===== config.mk =====
export PLATFORM = sky130hd
export DESIGN_NAME = eisc_ctrl
export DESIGN_NICKNAME = d
export VERILOG_FILES = /design/src/rtl/eisc_pkg.sv /design/src/rtl/eisc_sync.sv /design/src/rtl/eisc_sense.sv /design/src/rtl/eisc_prio.sv /design/src/rtl/eisc_ctrl.sv
export SDC_FILE = /design/constraint.sdc
export NUM_CORES = 1
export LEC_CHECK = 0
export BUFFER_PORTS_ARGS = -buffer_cell sky130_fd_sc_hd__buf_2
export CAP_MARGIN = 5
export CORE_MARGIN = 10
export CORE_UTILIZATION = 48
export CTS_BUF_LIST = sky130_fd_sc_hd__clkbuf_8
export DETAILED_ROUTE_END_ITERATION = 12
export HOLD_SLACK_MARGIN = 0.06
export PLACE_DENSITY = 0.74
export SYNTH_ARGS = -nofsm -noshare
export SYNTH_HDL_FRONTEND = slang
export SYNTH_SLANG_ARGS = --single-unit
export TNS_END_PERCENT = 50

===== constraint.sdc =====
create_clock -name clk -period 5.3 [get_ports clk]
set_clock_uncertainty 0.2 [all_clocks]
set_input_delay 0.53 -clock clk [delete_from_list [all_inputs] [get_ports clk]]
set_output_delay 0.53 -clock clk [all_outputs]
set_load 0.02 [all_outputs]

===== src/rtl/eisc_pkg.sv =====
package eisc_pkg;
  typedef enum logic [1:0] {
    SENSE_LOW  = 2'b00,
    SENSE_ANY  = 2'b01,
    SENSE_FALL = 2'b10,
    SENSE_RISE = 2'b11
  } sense_e;

  localparam int NLINES = 5;
  localparam int VEC_W  = 3;

  localparam logic [1:0] ADR_MASK = 2'd0;
  localparam logic [1:0] ADR_CTLA = 2'd1;
  localparam logic [1:0] ADR_CTLB = 2'd2;
  localparam logic [1:0] ADR_FLAG = 2'd3;

  // Slot to line number: slots 0..3 are lines 0..3, slot 4 is line 6.
  function automatic logic [2:0] line_id(input int slot);
    return (slot < 4) ? slot[2:0] : 3'd6;
  endfunction
endpackage


===== src/rtl/eisc_sync.sv =====
module eisc_sync #(
  parameter int STAGES = 2
) (
  input  logic clk,
  input  logic rst_n,
  input  logic d,
  output logic q
);
  logic [STAGES-1:0] sh;

  always_ff @(posedge clk or negedge rst_n) begin
    if (!rst_n) sh <= '1;
    else        sh <= {sh[STAGES-2:0], d};
  end

  assign q = sh[STAGES-1];
endmodule


===== src/rtl/eisc_sense.sv =====
module eisc_sense
  import eisc_pkg::*;
(
  input  logic       clk,
  input  logic       rst_n,
  input  logic       lvl_i,
  input  logic [1:0] mode_i,
  output logic       trig_o,
  output logic       low_o
);
  logic prev_q;

  always_ff @(posedge clk or negedge rst_n) begin
    if (!rst_n) prev_q <= 1'b1;
    else        prev_q <= lvl_i;
  end

  always_comb begin
    unique case (sense_e'(mode_i))
      SENSE_ANY:  trig_o = lvl_i ^ prev_q;
      SENSE_FALL: trig_o = prev_q & ~lvl_i;
      SENSE_RISE: trig_o = ~prev_q & lvl_i;
      default:    trig_o = 1'b0;
    endcase
  end

  assign low_o = (sense_e'(mode_i) == SENSE_LOW) & ~lvl_i;
endmodule


===== src/rtl/eisc_prio.sv =====
module eisc_prio
  import eisc_pkg::*;
(
  input  logic [NLINES-1:0] req_i,
  output logic [VEC_W-1:0]  vec_o
);
  always_comb begin
    vec_o = '0;
    for (int i = NLINES - 1; i >= 0; i--) begin
      if (req_i[i]) vec_o = line_id(i) + 3'd1;
    end
  end
endmodule


===== src/rtl/eisc_ctrl.sv =====
module eisc_ctrl
  import eisc_pkg::*;
#(
  parameter int SYNC_STAGES = 2,
  parameter int DATA_W      = 8,
  parameter int ADDR_W      = 2
) (
  input  logic              clk,
  input  logic              rst_n,
  input  logic              gie_i,
  input  logic [NLINES-1:0] pin_i,
  input  logic [ADDR_W-1:0] reg_addr_i,
  input  logic [DATA_W-1:0] reg_wdata_i,
  input  logic              reg_we_i,
  output logic [DATA_W-1:0] reg_rdata_o,
  input  logic              ack_i,
  output logic              irq_o,
  output logic [VEC_W-1:0]  vec_o
);
  logic [NLINES-1:0]      mask_q, flag_q, lvl, trig, low, req, clr;
  logic [NLINES-1:0][1:0] mode_q;
  logic [DATA_W-1:0]      mask_rd, flag_rd, ctla_rd, ctlb_rd;

  wire wr_mask = reg_we_i && (reg_addr_i == ADR_MASK);
  wire wr_ctla = reg_we_i && (reg_addr_i == ADR_CTLA);
  wire wr_ctlb = reg_we_i && (reg_addr_i == ADR_CTLB);
  wire wr_flag = reg_we_i && (reg_addr_i == ADR_FLAG);

  for (genvar i = 0; i < NLINES; i++) begin : g_line
    localparam logic [2:0] LID = line_id(i);

    eisc_sync #(.STAGES(SYNC_STAGES)) u_sync (
      .clk(clk), .rst_n(rst_n), .d(pin_i[i]), .q(lvl[i])
    );

    eisc_sense u_sense (
      .clk(clk), .rst_n(rst_n), .lvl_i(lvl[i]), .mode_i(mode_q[i]),
      .trig_o(trig[i]), .low_o(low[i])
    );

    logic mode_wr;
    logic [1:0] mode_d;
    if (i < 4) begin : g_ctla
      assign mode_wr = wr_ctla;
      assign mode_d  = reg_wdata_i[2*i +: 2];
    end else begin : g_ctlb
      assign mode_wr = wr_ctlb;
      assign mode_d  = reg_wdata_i[1:0];
    end

    assign clr[i] = (wr_flag && reg_wdata_i[LID]) ||
                    (ack_i && (vec_o == LID + 3'd1));

    always_ff @(posedge clk or negedge rst_n) begin
      if (!rst_n) begin
        mask_q[i] <= 1'b0;
        mode_q[i] <= SENSE_LOW;
        flag_q[i] <= 1'b0;
      end else begin
        if (wr_mask) mask_q[i] <= reg_wdata_i[LID];
        if (mode_wr) mode_q[i] <= mode_d;
        flag_q[i] <= (flag_q[i] & ~clr[i]) | trig[i];
      end
    end

    assign req[i] = mask_q[i] &
                    ((mode_q[i] == SENSE_LOW) ? low[i] : flag_q[i]);
  end

  eisc_prio u_prio (.req_i(req), .vec_o(vec_o));

  assign irq_o = gie_i && (vec_o != '0);

  always_comb begin
    mask_rd = '0;
    flag_rd = '0;
    ctla_rd = '0;
    ctlb_rd = '0;
    for (int i = 0; i < NLINES; i++) begin
      mask_rd[line_id(i)] = mask_q[i];
      flag_rd[line_id(i)] = flag_q[i];
      if (i < 4) ctla_rd[2*i +: 2] = mode_q[i];
      else       ctlb_rd[1:0]      = mode_q[i];
    end
    unique case (reg_addr_i)
      ADR_MASK: reg_rdata_o = mask_rd;
      ADR_CTLA: reg_rdata_o = ctla_rd;
      ADR_CTLB: reg_rdata_o = ctlb_rd;
      default:  reg_rdata_o = flag_rd;
    endcase
  end
endmodule


[Word-level counts from Yosys, hierarchy flattened]
Cells that the tools add are included.
W data, S select, Z words.
Storage, ports and cells
  bits in registers: 35
  input port bits: 20
Cells by class
  equality and inequality tests: 23
  mux-type cells: 16
  bitwise logic cells: 50
  reductions and logical operators: 27
Operator list (count)
  $and A1 B1 Y1: 25
  $eq A2 B2 Y1 const B: 12
  $pmux W8 S3: 1
  $logic_and A1 B1 Y1: 15
  $mux W3: 5
  $not A1 Y1: 15
  $pmux W1 S3: 5
  $eq A2 B1 Y1 const B: 6
  $logic_not A2 Y1: 6
  $eq A3 B2 Y1 const B: 2
  $eq A3 B3 Y1 const B: 2
  $logic_or A1 B1 Y1: 5
  $mux W1: 5
  $or A1 B1 Y1: 5
  $xor A1 B1 Y1: 5
  $eq A3 B1 Y1 const B: 1
  $reduce_bool A3 Y1: 1

[Depth between registers and ports, before layout]
Gate-level depths: netlist (run 1).
  depth after elaboration: 15
  mapped depth: 6
  mapped depth without buffers: 6

[Modules after synthesis]
Synthesis (run 1) repeated with hierarchy kept, for this count alone.
Unflattened totals
  cells, all modules: 149
  area total of the unflattened synthesis: 1896.8 sq um
Modules (own cells, without submodules)
  eisc_ctrl: times used 1, cells each 86, area an instance 1137.3 sq um
  eisc_sense: times used 5, cells each 9, area an instance 90.1 sq um
  eisc_sync: times used 5, cells each 2, area an instance 52.6 sq um
  eisc_prio: times used 1, cells each 8, area an instance 46.3 sq um

[Worst setup path after synthesis (run 1)]
No wires, ideal clock.
  path type: input to output
  from: in reg_addr_i[1]
  to: out reg_rdata_o[1]
  arrival: 1.509 ns
  required time: 4.570 ns
  setup slack: 3.061 ns
  stages on the path: 2
  path buffers: 1
  cell sequence: clkbuf_1 -> mux4_1
Between the ends
  cells in the longest elaborated chain, start to end: 2
RTL lines
  start, declared: line eisc_ctrl.sv:12  | input logic [ADDR_W-1:0] reg_addr_i,
  $eq A2 B2 Y1, or another cell as far along: line eisc_ctrl.sv:85  | unique case (reg_addr_i)
  $pmux W8 S3 (*): line eisc_ctrl.sv:85
  end, declared: line eisc_ctrl.sv:15  | output logic [DATA_W-1:0] reg_rdata_o,
Every way passes the cells marked *; elsewhere a longest branch is shown, timed or not.

[Worst setup path in the final report (run 1)]
  from: reg g_line[4].u_sync.sh[1]
  to: out vec_o[0]
Between the ends
  cells in the longest elaborated chain, start to end: 9
RTL lines
  start, declared: line eisc_sync.sv:9  | logic [STAGES-1:0] sh;
  start signal, assigned: line eisc_sync.sv:13  | else sh <= {sh[STAGES-2:0], d};
  $not A1 Y1: line eisc_sense.sv:27  | assign low_o = (sense_e'(mode_i) == SENSE_LOW) & ~lvl_i;
  $and A1 B1 Y1: line eisc_sense.sv:27
  $mux W1: line eisc_ctrl.sv:67  | ((mode_q[i] == SENSE_LOW) ? low[i] : flag_q[i]);
  $and A1 B1 Y1: line eisc_ctrl.sv:66  | assign req[i] = mask_q[i] &
  $mux W3 (5 in series): line eisc_prio.sv:10  | if (req_i[i]) vec_o = line_id(i) + 3'd1;
  end, declared: line eisc_ctrl.sv:18  | output logic [VEC_W-1:0] vec_o
Every way passes these cells.

==> results_dict.tcl, run 1 <==
set metrics [dict create \
    status "completed" \
    place_hpwl_um 2860 \
    r2r_slack_ps 3110 \
    power_frac_clock_pct 25.4 \
    cpMaxStageDelayCell "dfstp_2" \
    powerDensity_nw_per_um2 386 \
    finalHoldViolations 0 \
    ant_nets 0 \
    drt_iter0_markers 70 \
    cts_setup_buffers 0 \
    p_seq_share_pct 44.4 \
    fin_crit_ps 2590 \
    pre_cts_slack_ps 3020 \
    r2r_start "ctla_rd[1]$_DFFE_PN0P_" \
    placed_area_um2 2010 \
    syn-num-nets 182 \
    critPathTopFamily "compound AO/OA/AOI/OAI gates" \
    cts_max_path_buffers 2 \
    power_leakage_nw 0.968 \
    drv_cap 0 \
    cts_resized 0 \
    switchingPower_uw 269 \
    hold_class "primary input to asynchronous set/reset pin" \
    root_buffer "clkbuf_8" \
    worstMarginPinSlew_ps 843 \
    finalMaxSlewViolations 0 \
    grt_pass1_wl_um 6220 \
    gp_congestion 0.819 \
    wl_um 3700 \
    first_pass_iters 4 \
    drc 0 \
    worstSetupStartpointType "flip-flop" \
    fin_nets 218 \
    arrival_ps 1860 \
    min_period_over_period_pct 48.8 \
    antenna_cells 0 \
    vias 1281 \
    yosys_register_bits 35 \
    grt_pass1_vias 1288 \
    overflow 0 \
    io_pins 32 \
    numCtsBuffers 5 \
    grt_max_degree 36 \
    fill_cells 324 \
    layout-area-overhead-vs-synth_pct 17.1 \
    max_stage_delay_ps 540 \
    p_sw_share_pct 33.0 \
    syn_area_um2 1800 \
    cts_sinks 35 \
    intPower_uw 547 \
    worstSetupPathType "flip-flop to primary output" \
    htree_num_levels 2 \
    fin_tns_setup_ps 0 \
    r2r_cells 5 \
    core_region_area_um2 3630 \
    crit_path_end_kind "primary output" \
    slew-limit-headroom_pct 43.6 \
    cts_tree "yes" \
    path_cells "inv_1 -> o311ai_2 -> o21ba_2 -> o21ai_0 -> buf_2" \
    viasPerCell 5.41 \
    synth.distinct_cells 37 \
    vdd_drop_max_mv 0.197 \
    cts_hold_buffers 0 \
    avgSynthCellArea_um2 11.9 \
    worstPathRequired_ps 4570 \
    setup_slack_ps 2710 \
    power_frac_comb_pct 30.2 \
    rr_endpoint "flag_q[4]$_DFF_PN0_" \
    rsz0062_at_grt "false" \
    whs_ps 101 \
    multiInputGateArea_um2 852 \
    clkTransAtPathRegs_ps 70 \
    ys_seq_area_share_pct 49.6 \
    die_h_um 81.3 \
    regArea_um2 895 \
    numPortBuffers 31 \
    final_area_um2 2110 \
    path_buf_inv 2 \
    row_count 22 \
    grtUsageTotal_pct 12.2 \
    wl_per_cell_um 15.6 \
    dieArea_um2 6610 \
    yosys_warnings 0 \
    setup_viol_count_final 0 \
    netlist_instances 152 \
    drive_gt1_share_pct 40.7 \
    start_util_pct 49.6 \
    antenna_found_initial 0 \
    die_width_um 81.3 \
    path_max_fanout 4 \
    clk_latency_ps 290 \
    fmax_mhz 386 \
]
-- cell usage after synthesis, drive strengths merged --
cell	instances	share of area, %
a2111oi	1	1.5
a21oi	8	2.2
a221o	1	0.62
a31o	2	0.97
a31oi	1	0.35
and2	3	1.0
and3	1	0.35
clkbuf	2	0.42
dfrtp	20	28
dfstp	15	22
ha	10	6.9
inv	13	2.7
mux2	16	10
mux2i	5	2.8
mux4	2	2.7
nand2	11	2.3
nand3	5	1.7
nand3b	1	0.42
nor2	4	0.83
nor2b	1	0.35
nor3	5	1.4
nor3b	1	0.42
o211a	1	0.56
o211ai	1	0.42
o21a	6	2.9
o21ai	9	2.5
o21ba	1	0.56
o21bai	2	1.0
o311a	1	0.56
o311ai	1	0.90
o31a	1	0.49
or3b	1	0.49
-- power by group through the flow --
stage	clock (mW)	sequential [mW]	combinational, mW
after global routing	0.230	0.369	0.270
after CTS	0.212	0.361	0.249
final	0.207	0.362	0.246
after detailed placement	0	0.366	0.248
after global placement	0	0.363	0.239
after floorplan	0	0.352	0.184
-- layout make-up --
cell class / count / area share, %
Clock inverter: 1 / 0.178
Sequential cell: 35 / 42.4
Clock buffer: 7 / 4.56
Timing Repair Buffer: 31 / 7.35
Multi-Input combinational cell: 102 / 40.4
Tap cell: 48 / 2.85
Inverter: 13 / 2.31
-- flip-flops by register name, indices dropped and copies added, names as in the netlist --
signal,cells
ctla_rd,8
flag_q,5
ctlb_rd,2
g_line.u_sync.sh,10
g_line.u_sense.prev_q,5
mask_q,5
-- placed cells by master, fill, tap and decap left out, drive strengths merged, types with 6 or more instances in the layout --
cell type  instances
o21a               6
mux2              16
dfstp             15
buf               31
ha                10
o21ai              9
a21oi              8
dfrtp             20
clkbuf             7
inv               14
nand2             11
-- cells by family (layout without fill, tap and decap cells) --
family	Yosys count	count (layout)	share of synthesized area, %
mux	23	23	15.5
compound gates	36	36	15.6
simple gates	33	33	9.23
buf+inv	15	52	3.12
flops	35	35	49.6
fa+ha+maj	10	10	6.94
-- metrics by stage --
stage          total power, mW  util, %  std cells
2_1_floorplan            0.536        -        152
3_3_place_gp             0.602     55.3        229
3_5_place_dp             0.613     55.3        229
4_1_cts                  0.823     58.1        237
5_1_grt                  0.870     58.1        237
6_report                 0.815     58.1        237
-- worst max path at each step --
| stage | start | depth (start not counted) | endpoint |
|---|---|---|---|
| finish | g_line[4].u_sync.sh[1]$_DFF_PN1_ | 5 | vec_o[0] |
| global route | g_line[4].u_sync.sh[1]$_DFF_PN1_ | 5 | vec_o[0] |
| CTS | g_line[4].u_sync.sh[1]$_DFF_PN1_ | 5 | vec_o[1] |
| detailed placement | g_line[4].u_sync.sh[1]$_DFF_PN1_ | 5 | vec_o[1] |
| global placement | g_line[4].u_sync.sh[1]$_DFF_PN1_ | 5 | vec_o[1] |
| floorplan | reg_addr_i[1] | 2 | reg_rdata_o[1] |
-- layer usage --
layer,part of all wire [%],up-vias,track usage [%]
met2,49,21,19.3
met3,5.2,7,4.30
li1,-,616,-
met5,0,-,0
met1,44,637,14.7
met4,1.7,0,5.19
Note: power is estimated with default switching activity, not from simulation.
==> run 2, diff against run 1 <==
==> constraint.sdc (replaced) <==
create_clock -name clk -period 2.58 [get_ports clk]
set_clock_uncertainty 0.2 [all_clocks]
set_input_delay 0.258 -clock clk [delete_from_list [all_inputs] [get_ports clk]]
set_output_delay 0.258 -clock clk [all_outputs]
set_load 0.02 [all_outputs]
==> run 2 against run 1 <==
Sequential share of layout area fell by 2.9 points. Sequential cell count did not move. Non-clock buffer count rose by 14. Register-to-register slack got worse by 2700 ps. Wire length rose by 7.3%. Count of clock-buffer cells in the layout fell by 1. Global-route usage rose by 0.65 points. Critical path type unchanged. Largest power group unchanged. Highest routed layer unchanged.
==> results_dict.tcl, run 2 (synthesis gave the netlist of run 1 again) <==
set metrics [dict create \
    root_buffer "clkbuf_8" \
    place_hpwl_um 2940 \
    cts_sinks 35 \
    vdd_drop_max_mv 0.385 \
    first_pass_iters 4 \
    row_count 22 \
    io_pins 32 \
    path_cells "inv_1 -> o311ai_2 -> o21ba_2 -> o21ai_0 -> buf_2" \
    worstSetupPathType "flip-flop to primary output" \
    power_leakage_nw 1.03 \
    viasPerCell 5.46 \
    final_area_um2 2270 \
    clk_latency_ps 290 \
    dieArea_um2 6610 \
    final_util_pct 62.4 \
    finalPower_mw 1.79 \
    powerDensity_nw_per_um2 788 \
    largest_reg_flops 10 \
    wl_um 3970 \
    grt_pass1_vias 1440 \
    mostFrequentLayoutCell "buf_2" \
    die_h_um 81.3 \
    worstSetupStartpointType "flip-flop" \
    die_width_um 81.3 \
    drv_cap 0 \
    drc 0 \
    start_util_pct 49.6 \
    arrival_ps 1860 \
    r2r_cells 5 \
    cts_hold_buffers 13 \
    regMostFlops "g_line.u_sync.sh" \
    rsz0062_at_grt "false" \
    core_region_area_um2 3630 \
    status "completed" \
    slew-limit-headroom_pct 49.0 \
    ant_nets 0 \
    startpoint "g_line[4].u_sync.sh[1]$_DFF_PN1_" \
    cts_max_path_buffers 2 \
    endpoint "vec_o[0]" \
    layout-area-overhead-vs-synth_pct 25.7 \
    cts_resized 0 \
    worstMarginPinSlew_ps 765 \
    overflow 0 \
    antenna_found_initial 0 \
    gp_congestion 0.839 \
    fill_cells 296 \
    crit_path_end_kind "primary output" \
    finalHoldViolations 0 \
    wl_per_cell_um 15.8 \
    htree_num_levels 2 \
    grtUsageTotal_pct 12.9 \
    pre_cts_slack_ps 382 \
    setup_slack_ps 262 \
    r2r_slack_ps 370 \
    setup_viol_count_final 0 \
    cts_setup_buffers 0 \
    drive_gt1_share_pct 38.9 \
    cpMaxStageDelayCell "dfstp_2" \
    grt_max_degree 36 \
    vias 1370 \
    fin_crit_ps 2320 \
    clkTransAtPathRegs_ps 70 \
    placed_area_um2 2020 \
    fin_nets 232 \
    hold_class "primary input to flip-flop" \
    fin_tns_setup_ps 0 \
    r2r_start "ctla_rd[7]$_DFFE_PN0P_" \
    finalMaxSlewViolations 0 \
    min_period_over_period_pct 89.8 \
    numCtsBuffers 5 \
    drt_iter0_markers 92 \
    max_stage_delay_ps 540 \
    cts_tree "yes" \
    path_max_fanout 4 \
    final_cell_mix "31 x buf_2, 20 x dfrtp_1, 16 x mux2_2, 15 x dfstp_2" \
    fmax_mhz 431 \
    numPortBuffers 31 \
    grt_pass1_wl_um 6640 \
    rr_endpoint "flag_q[4]$_DFF_PN0_" \
    worstPathRequired_ps 2120 \
    antenna_cells 0 \
]
-- run 2: layout make-up --
cell class | instances | area [µm²] | share of cell area, %
clock buffer | 6 | 82.6 | 3.64
tap | 48 | 60.1 | 2.65
timing repair buffer | 45 | 293 | 12.9
inverter | 13 | 48.8 | 2.15
multi-input combinational | 102 | 852 | 37.6
sequential | 35 | 895 | 39.5
clock inverter | 2 | 35.0 | 1.55
-- run 2: routing by layer --
| metal | vias to the layer above | GRT usage, % | part of all wire [%] |
|---|---|---|---|
| met5 | - | 0 | 0 |
| met2 | 42 | 21.7 | 52 |
| met3 | 6 | 3.64 | 7.2 |
| li1 | 642 | - | - |
| met4 | 0 | 6.23 | 1.5 |
| met1 | 680 | 14.6 | 39 |
-- run 2: how the worst min path moves through the flow --
stage,slack [ps],start,cells past startpoint,to
after global routing,80,reg_wdata_i[1],2,mask_q[1]$_DFFE_PN0P_
final,80,reg_wdata_i[1],2,mask_q[1]$_DFFE_PN0P_
after CTS,70,reg_wdata_i[1],2,mask_q[1]$_DFFE_PN0P_
after detailed placement,150,g_line[0].u_sync.sh[0]$_DFF_PN1_,0,g_line[0].u_sync.sh[1]$_DFF_PN1_
after floorplan,-240,rst_n,0,ctla_rd[0]$_DFFE_PN0P_
after global placement,150,g_line[0].u_sync.sh[0]$_DFF_PN1_,0,g_line[0].u_sync.sh[1]$_DFF_PN1_
-- run 2: stage by stage --
step / std cells / hold WS (ps)
after global routing: 251 / 82.2
after CTS: 251 / 74.3
after global placement: 230 / 146
after detailed placement: 230 / 147
final: 251 / 84.1
after floorplan: 152 / -238
-- run 2: worst max-delay path, delay by kind of cell, from the launching register on --
family | cells | cell delay [ps]
buffers and inverters | 2 | 260
AO/OA/AOI/OAI | 3 | 770
flip-flops | 1 | 540
-- run 2: power breakdown --
part           switching, mW  internal (mW)  total, mW
sequential            0.0954          0.646      0.741
clock                  0.201          0.313      0.513
combinational          0.280          0.251      0.531
